<file path="src/rtl/mains_div_pkg.sv">
package mains_div_pkg;
    localparam int unsigned LO_MOD_DEF = 6;
    localparam int unsigned HI_MOD_DEF = 10;

    typedef struct packed {
        logic pulse;
    } top_state_t;
endpackage

</file>
<file path="src/rtl/trunc_stage.sv">
module trunc_stage #(
    parameter int unsigned MOD = 6,
    parameter int unsigned W   = $clog2(MOD)
) (
    input  logic         clk,
    input  logic         rst,
    input  logic         adv_i,
    output logic [W-1:0] cnt_o,
    output logic         msb_o,
    output logic         carry_o
);
    localparam logic [W:0] LIMIT = (W+1)'(MOD);

    typedef struct packed {
        logic [W-1:0] cnt;
    } stage_t;

    stage_t     st_d;
    stage_t     st_q;
    logic [W:0] inc;
    logic       at_end;

    always_comb begin
        inc    = {1'b0, st_q.cnt} + 1'b1;
        at_end = (inc >= LIMIT);
        st_d   = st_q;
        if (adv_i) begin
            st_d.cnt = at_end ? '0 : inc[W-1:0];
        end
    end

    always_ff @(posedge clk) begin
        if (rst) begin
            st_q <= '0;
        end else begin
            st_q <= st_d;
        end
    end

    assign cnt_o   = st_q.cnt;
    assign msb_o   = st_q.cnt[W-1];
    assign carry_o = adv_i & at_end;
endmodule

</file>
<file path="src/rtl/mains_sec_divider.sv">
module mains_sec_divider
    import mains_div_pkg::*;
#(
    parameter int unsigned LO_MOD = LO_MOD_DEF,
    parameter int unsigned HI_MOD = HI_MOD_DEF,
    parameter int unsigned LO_W   = $clog2(LO_MOD),
    parameter int unsigned HI_W   = $clog2(HI_MOD)
) (
    input  logic            clk,
    input  logic            rst,
    input  logic            tick_in,
    output logic [LO_W-1:0] lo_cnt_o,
    output logic [HI_W-1:0] hi_cnt_o,
    output logic            tap_o,
    output logic            sec_level_o,
    output logic            sec_pulse_o
);
    logic       lo_carry;
    logic       hi_carry;
    top_state_t top_d;
    top_state_t top_q;

    trunc_stage #(.MOD(LO_MOD), .W(LO_W)) u_lo (
        .clk     (clk),
        .rst     (rst),
        .adv_i   (tick_in),
        .cnt_o   (lo_cnt_o),
        .msb_o   (tap_o),
        .carry_o (lo_carry)
    );

    trunc_stage #(.MOD(HI_MOD), .W(HI_W)) u_hi (
        .clk     (clk),
        .rst     (rst),
        .adv_i   (lo_carry),
        .cnt_o   (hi_cnt_o),
        .msb_o   (sec_level_o),
        .carry_o (hi_carry)
    );

    always_comb begin
        top_d       = top_q;
        top_d.pulse = hi_carry;
    end

    always_ff @(posedge clk) begin
        if (rst) begin
            top_q <= '0;
        end else begin
            top_q <= top_d;
        end
    end

    assign sec_pulse_o = top_q.pulse;
endmodule

</file>
<file path="config.mk">
export PLATFORM = sky130hd
export DESIGN_NAME = mains_sec_divider
export DESIGN_NICKNAME = d
export VERILOG_FILES = /design/src/rtl/mains_div_pkg.sv /design/src/rtl/trunc_stage.sv /design/src/rtl/mains_sec_divider.sv
export SDC_FILE = /design/constraint.sdc
export NUM_CORES = 1
export LEC_CHECK = 0
export ABC_CLOCK_PERIOD_IN_PS = 1800
export CAP_MARGIN = 20
export CORE_MARGIN = 2
export CORE_UTILIZATION = 41
export DETAILED_ROUTE_END_ITERATION = 16
export GPL_TIMING_DRIVEN = 0
export PLACE_DENSITY = 0.64
export SYNTH_ARGS = -nofsm -noshare
export SYNTH_HDL_FRONTEND = slang
export SYNTH_SLANG_ARGS = --single-unit
</file>
<file path="constraint.sdc">
create_clock -name clk -period 1.8 [get_ports clk]
set_input_delay 0.36 -clock clk [delete_from_list [all_inputs] [get_ports clk]]
set_output_delay 0.36 -clock clk [all_outputs]
set_load 0.02 [all_outputs]
</file>
; Word level (Yosys, flattened, before mapping)
; Cells that the tools add are included.
[totals]
output_inout_bits = 10
word_cells = 11
regBits = 8
input_bits = 3
[op_classes]
n_lt_le_gt_ge = 2
mux = 2
bitwise_logic = 2
n_addsub = 2
[ops]
columns = cell, n
row1 = "4-bit by 1-bit adder with 5-bit output, second input constant", 1
row2 = "5-bit by 4-bit greater-or-equal comparator with 1-bit output, second input constant", 1
row3 = "3-bit by 1-bit adder with 4-bit output, second input constant", 1
row4 = "4-bit by 3-bit greater-or-equal comparator with 1-bit output, second input constant", 1
row5 = 4-bit two-way mux, 1
row6 = 3-bit two-way mux, 1
row7 = 1-bit AND, 2

; Longest topological paths before layout
[depth]
ltp_word = 4
mapped_depth = 6
ltp_nobuf = 6

; By module
; From an unflattened synthesis, not the netlist that was laid out.
[hier_totals]
hier_cells = 58
area_unflattened_um2 = 554.3
[by_module_without_submodules]
columns = module, instances, area_each_um2, cells_each, seq_area_each_um2
row1 = trunc_stage (u_hi), 1, 280.3, 30, 80.1
row2 = trunc_stage (u_lo), 1, 240.2, 26, 60.1
row3 = mains_sec_divider, 1, 33.8, 2, 20.0

; Least setup slack after synthesis
; Ideal clock, no wire load.
[synth_timing]
kind = register to register
from = reg u_hi.st_q, in the netlist u_hi.cnt_o[1]
to = reg u_hi.st_q, in the netlist u_hi.cnt_o[0]
required_time_ns = 1.713
t_arrival_ns = 1.673
synth_period_minus_slack_ns = 1.760
stages_incl_launch_ff = 7
setup_ns = 0.087
path_buffers = 0
setup_slack_ns = 0.040
path_cell_list = dfxtp_1 -> inv_1 -> ha_1 -> or3b_4 -> a21oi_4 -> o211ai_4 -> o31ai_1
[synth_via]
elab_chain_len = 3
[synth_lines]
columns = element, line_no
row1 = start: declaration, trunc_stage.sv:19  ; stage_t st_q;
row2 = start signal: assignment, trunc_stage.sv:36  ; st_q <= st_d;
row3 = 4-bit by 1-bit adder with 5-bit output, trunc_stage.sv:24  ; inc = {1'b0, st_q.cnt} + 1'b1;
row4 = 5-bit by 4-bit greater-or-equal comparator with 1-bit output, trunc_stage.sv:25  ; at_end = (inc >= LIMIT);
row5 = 4-bit two-way mux, trunc_stage.sv:28  ; st_d.cnt = at_end ? '0 : inc[W-1:0];
; No other way between the ends.
; A chain may end at the register's enable or synchronous reset.

; Worst setup path after layout
[layout_timing]
from = reg u_lo.st_q, in the netlist u_lo.cnt_o[2]
to = out lo_cnt_o[2]
[layout_lines]
columns = element, line_no
row1 = start: declaration, trunc_stage.sv:19
row2 = start signal: assignment, trunc_stage.sv:36
row3 = end: declaration, mains_sec_divider.sv:12  ; output logic [LO_W-1:0] lo_cnt_o,
; No word-level cell between the ends.

==> impl_metrics.tcl <==
set metrics [dict create \
    outcome "complete, no violations" \
    avgRoutedWirePerCell_um 12.2 \
    multi_input_area_um2 345 \
    initial_core_util_pct 43.5 \
    final_util_pct 56.4 \
    crit_arrival_ns 1.35 \
    seqCellArea_um2 164 \
    synth-xor-area-share_pct 3.13 \
    cap_violations 0 \
    synthCells 61 \
    final_nets 85 \
    die_h_um 40.9 \
    viasPerCell 5.30 \
    share_comb_of_total_power_pct 14.6 \
    track_usage_pct 15.4 \
    peakVddDrop_mv 0.262 \
    grt_pass1_vias 387 \
    drive_gt1_share_pct 21.1 \
    synth_fp_nets 68 \
    grt_pass1_wl_um 1660 \
    syn_to_final_growth_pct 29.5 \
    skew_ns 0.000608 \
    final_cell_area_um2 724 \
    rsz0062_at_grt "true" \
    fmax_mhz 584 \
    synth_warnings 0 \
    pwr-share-seq_pct 49.2 \
    ant_nets 0 \
    path_clk_slew_ns 0.05 \
    yosys.area_share.simple_pct 21.3 \
    power.switching_w 0.0000947 \
    io_pins 13 \
    gp_congestion 0.718 \
    diodes 0 \
    synthAdderAreaFrac_pct 8.95 \
    dpl.cell_count 88 \
    htreeDepth 1 \
    holdPathStages 2 \
    grt_max_degree 11 \
    n_fill_cell 118 \
    post-route-drc-count 0 \
    cp.required_ns 1.44 \
    tightest_slew_ns 0.363 \
    fin_tns_setup_ns 0 \
    synthMuxAreaShare_pct 0 \
    dp_hpwl_um 778 \
    hold_buffers 0 \
    worstSkewPairLatency_ns 0.25 \
    cts_buffer_depth 2 \
    synth_compound_area_share_pct 28.4 \
    drt_iter0_markers 6 \
    dr_total_vias 482 \
    crit_path_start_kind "flop" \
    maxSlewViolCount 0 \
    p_per_area_nw_per_um2 522 \
    fin_crit_sh_pct 95.2 \
    antenna_found_initial 0 \
    port_buffers 12 \
    post_cts.repair.setup_buffers 0 \
    slew_headroom_pct 75.8 \
    crit_path_end_kind "output pin" \
    die_w_um 40.9 \
    synthesis.area_um2 559 \
    overflow 0 \
    clock_power_share_pct 36.2 \
    yosysSeqAreaShare_pct 28.6 \
    coreArea_um2 1280 \
    rows 13 \
    placed_cell_area_um2 698 \
    numCtsBuffers 3 \
    synth_top_family_by_area "compound AO/OA/AOI/OAI gates" \
    finalCriticalPeriod_ns 1.71 \
    finalPower_w 0.000378 \
    setup_viol 0 \
    crit_type "reg2out" \
    hold_class "reg2reg" \
    cts_root_buf "clkbuf_4" \
    instances_no_fill 91 \
    switching_share_pct 25.1 \
    p_leak_nw 0.298 \
    dieArea_um2 1680 \
    synth.distinct_cells 34 \
    cts_tree "yes" \
    drt_wl_total_um 1110 \
    ys_ff_latch 8 \
    drtPass1Iterations 4 \
    cts_sinks 8 \
    hold_viol_final 0 \
    p_int_w 0.000283 \
    rr_worst_depth 6 \
    avgSynthCellArea_um2 9.17 \
    cp_max_fo 8 \
]
==> kinds of logic (layout without fill, tap and decap cells) <==
group	Yosys count	after routing
XOR/XNOR	2	2
AO/OA/AOI/OAI	17	17
flip-flops	8	8
buffers and inverters	10	25
adder cells (fa/ha/maj)	4	4
AND/OR/NAND/NOR	20	20
==> synthesized netlist by cell type <==
cell type	n	share of area, %
a211o_1	1	1.6
a211o_2	1	1.8
a21oi_1	2	1.8
a21oi_4	1	2.9
a22o_2	1	1.8
a2bb2oi_1	1	1.6
and2_4	1	1.6
and4b_1	1	1.8
buf_4	2	2.7
clkbuf_4	1	1.3
dfxtp_1	8	29
dlygate4sd1_1	1	1.6
ha_1	4	8.9
inv_1	6	4.0
nand2_1	4	2.7
nand2b_1	2	2.2
nand3_1	2	1.8
nand3b_1	1	1.3
nand4_1	1	1.1
nor2_1	2	1.3
nor2b_1	1	1.1
nor3_1	1	0.89
nor4_1	1	1.1
o211a_1	2	3.6
o211ai_4	1	3.8
o21a_2	1	1.6
o21ai_1	1	0.89
o31ai_1	3	4.0
o32ai_1	2	3.1
or2_1	1	1.1
or3_1	1	1.1
or3b_4	1	2.0
xnor2_1	1	1.6
xor2_1	1	1.6
==> cell type report <==
class                           count  area share, %
Multi-Input combinational cell     43           47.7
Sequential cell                     8           22.6
Timing Repair Buffer               12           16.6
Buffer                              4           4.32
Clock buffer                        3           3.11
Inverter                            6           3.11
Tap cell                           15           2.59
==> routing by layer <==
metal  part of all wire (%)  up-vias  track usage, %
met5                      0        -               0
met2                     44       17            23.8
li1                       -      253               -
met1                     49      208            20.1
met4                    1.4        0            10.0
met3                    5.1        4            1.63
==> power groups by stage <==
| stage | logic, W | registers [W] | clock network [W] |
|---|---|---|---|
| 6_report | 0.0000552 | 0.000186 | 0.000137 |
| 4_1_cts | 0.0000556 | 0.000186 | 0.000141 |
| 5_1_grt | 0.0000606 | 0.000187 | 0.000150 |
| 3_5_place_dp | 0.0000552 | 0.000190 | 0 |
| 3_3_place_gp | 0.0000548 | 0.000189 | 0 |
| 2_1_floorplan | 0.0000321 | 0.000193 | 0 |
==> state kept, by name, summed over array words and instances (netlist names) <==
register / flops
sec_pulse_o: 1
u_hi.cnt_o: 4
u_lo.cnt_o: 3
==> what timing repair did <==
item | in CTS | in global routing
endpoints found under the hold margin | 0 | 0
gates resized for setup | 1 | 2
pin swaps | 0 | 0
endpoints found under the setup margin | 1 | 4
==> layout by cell type, fill, tap and decap left out, types with 2 or more instances in the layout <==
master	instances
a21oi_1	2
buf_4	2
clkbuf_4	4
clkdlybuf4s50_1	12
dfxtp_1	5
dfxtp_2	3
ha_1	4
inv_1	6
nand2_1	4
nand2b_1	2
nand3_1	2
nor2_1	2
o211a_1	2
o31ai_1	3
o32ai_1	2
==> critical path, cell delays in order (launching register included) <==
cell and delay (ns):
dfxtp_2 0.39, buf_4 0.12, clkdlybuf4s50_1 0.58
==> final timing paths <==
check | start | endpoint | slack [ns]
setup / recovery | u_lo.cnt_o[2] | lo_cnt_o[2] | 0.09
hold / removal | u_hi.cnt_o[3] | u_hi.cnt_o[3] | 0.55
setup reg to reg | u_hi.cnt_o[1] | u_hi.cnt_o[1] | 0.09
hold reg to reg | u_hi.cnt_o[3] | u_hi.cnt_o[3] | 0.55
==> per-stage QoR <==
stage               hold slack, ns  setup slack [ns]
global route                 0.575           0.00210
CTS                          0.565            0.0211
finish                       0.547            0.0870
global placement             0.537            0.0541
detailed placement           0.547            0.0623
floorplan                    0.532            0.0398
(Power assumes the default switching activity.)
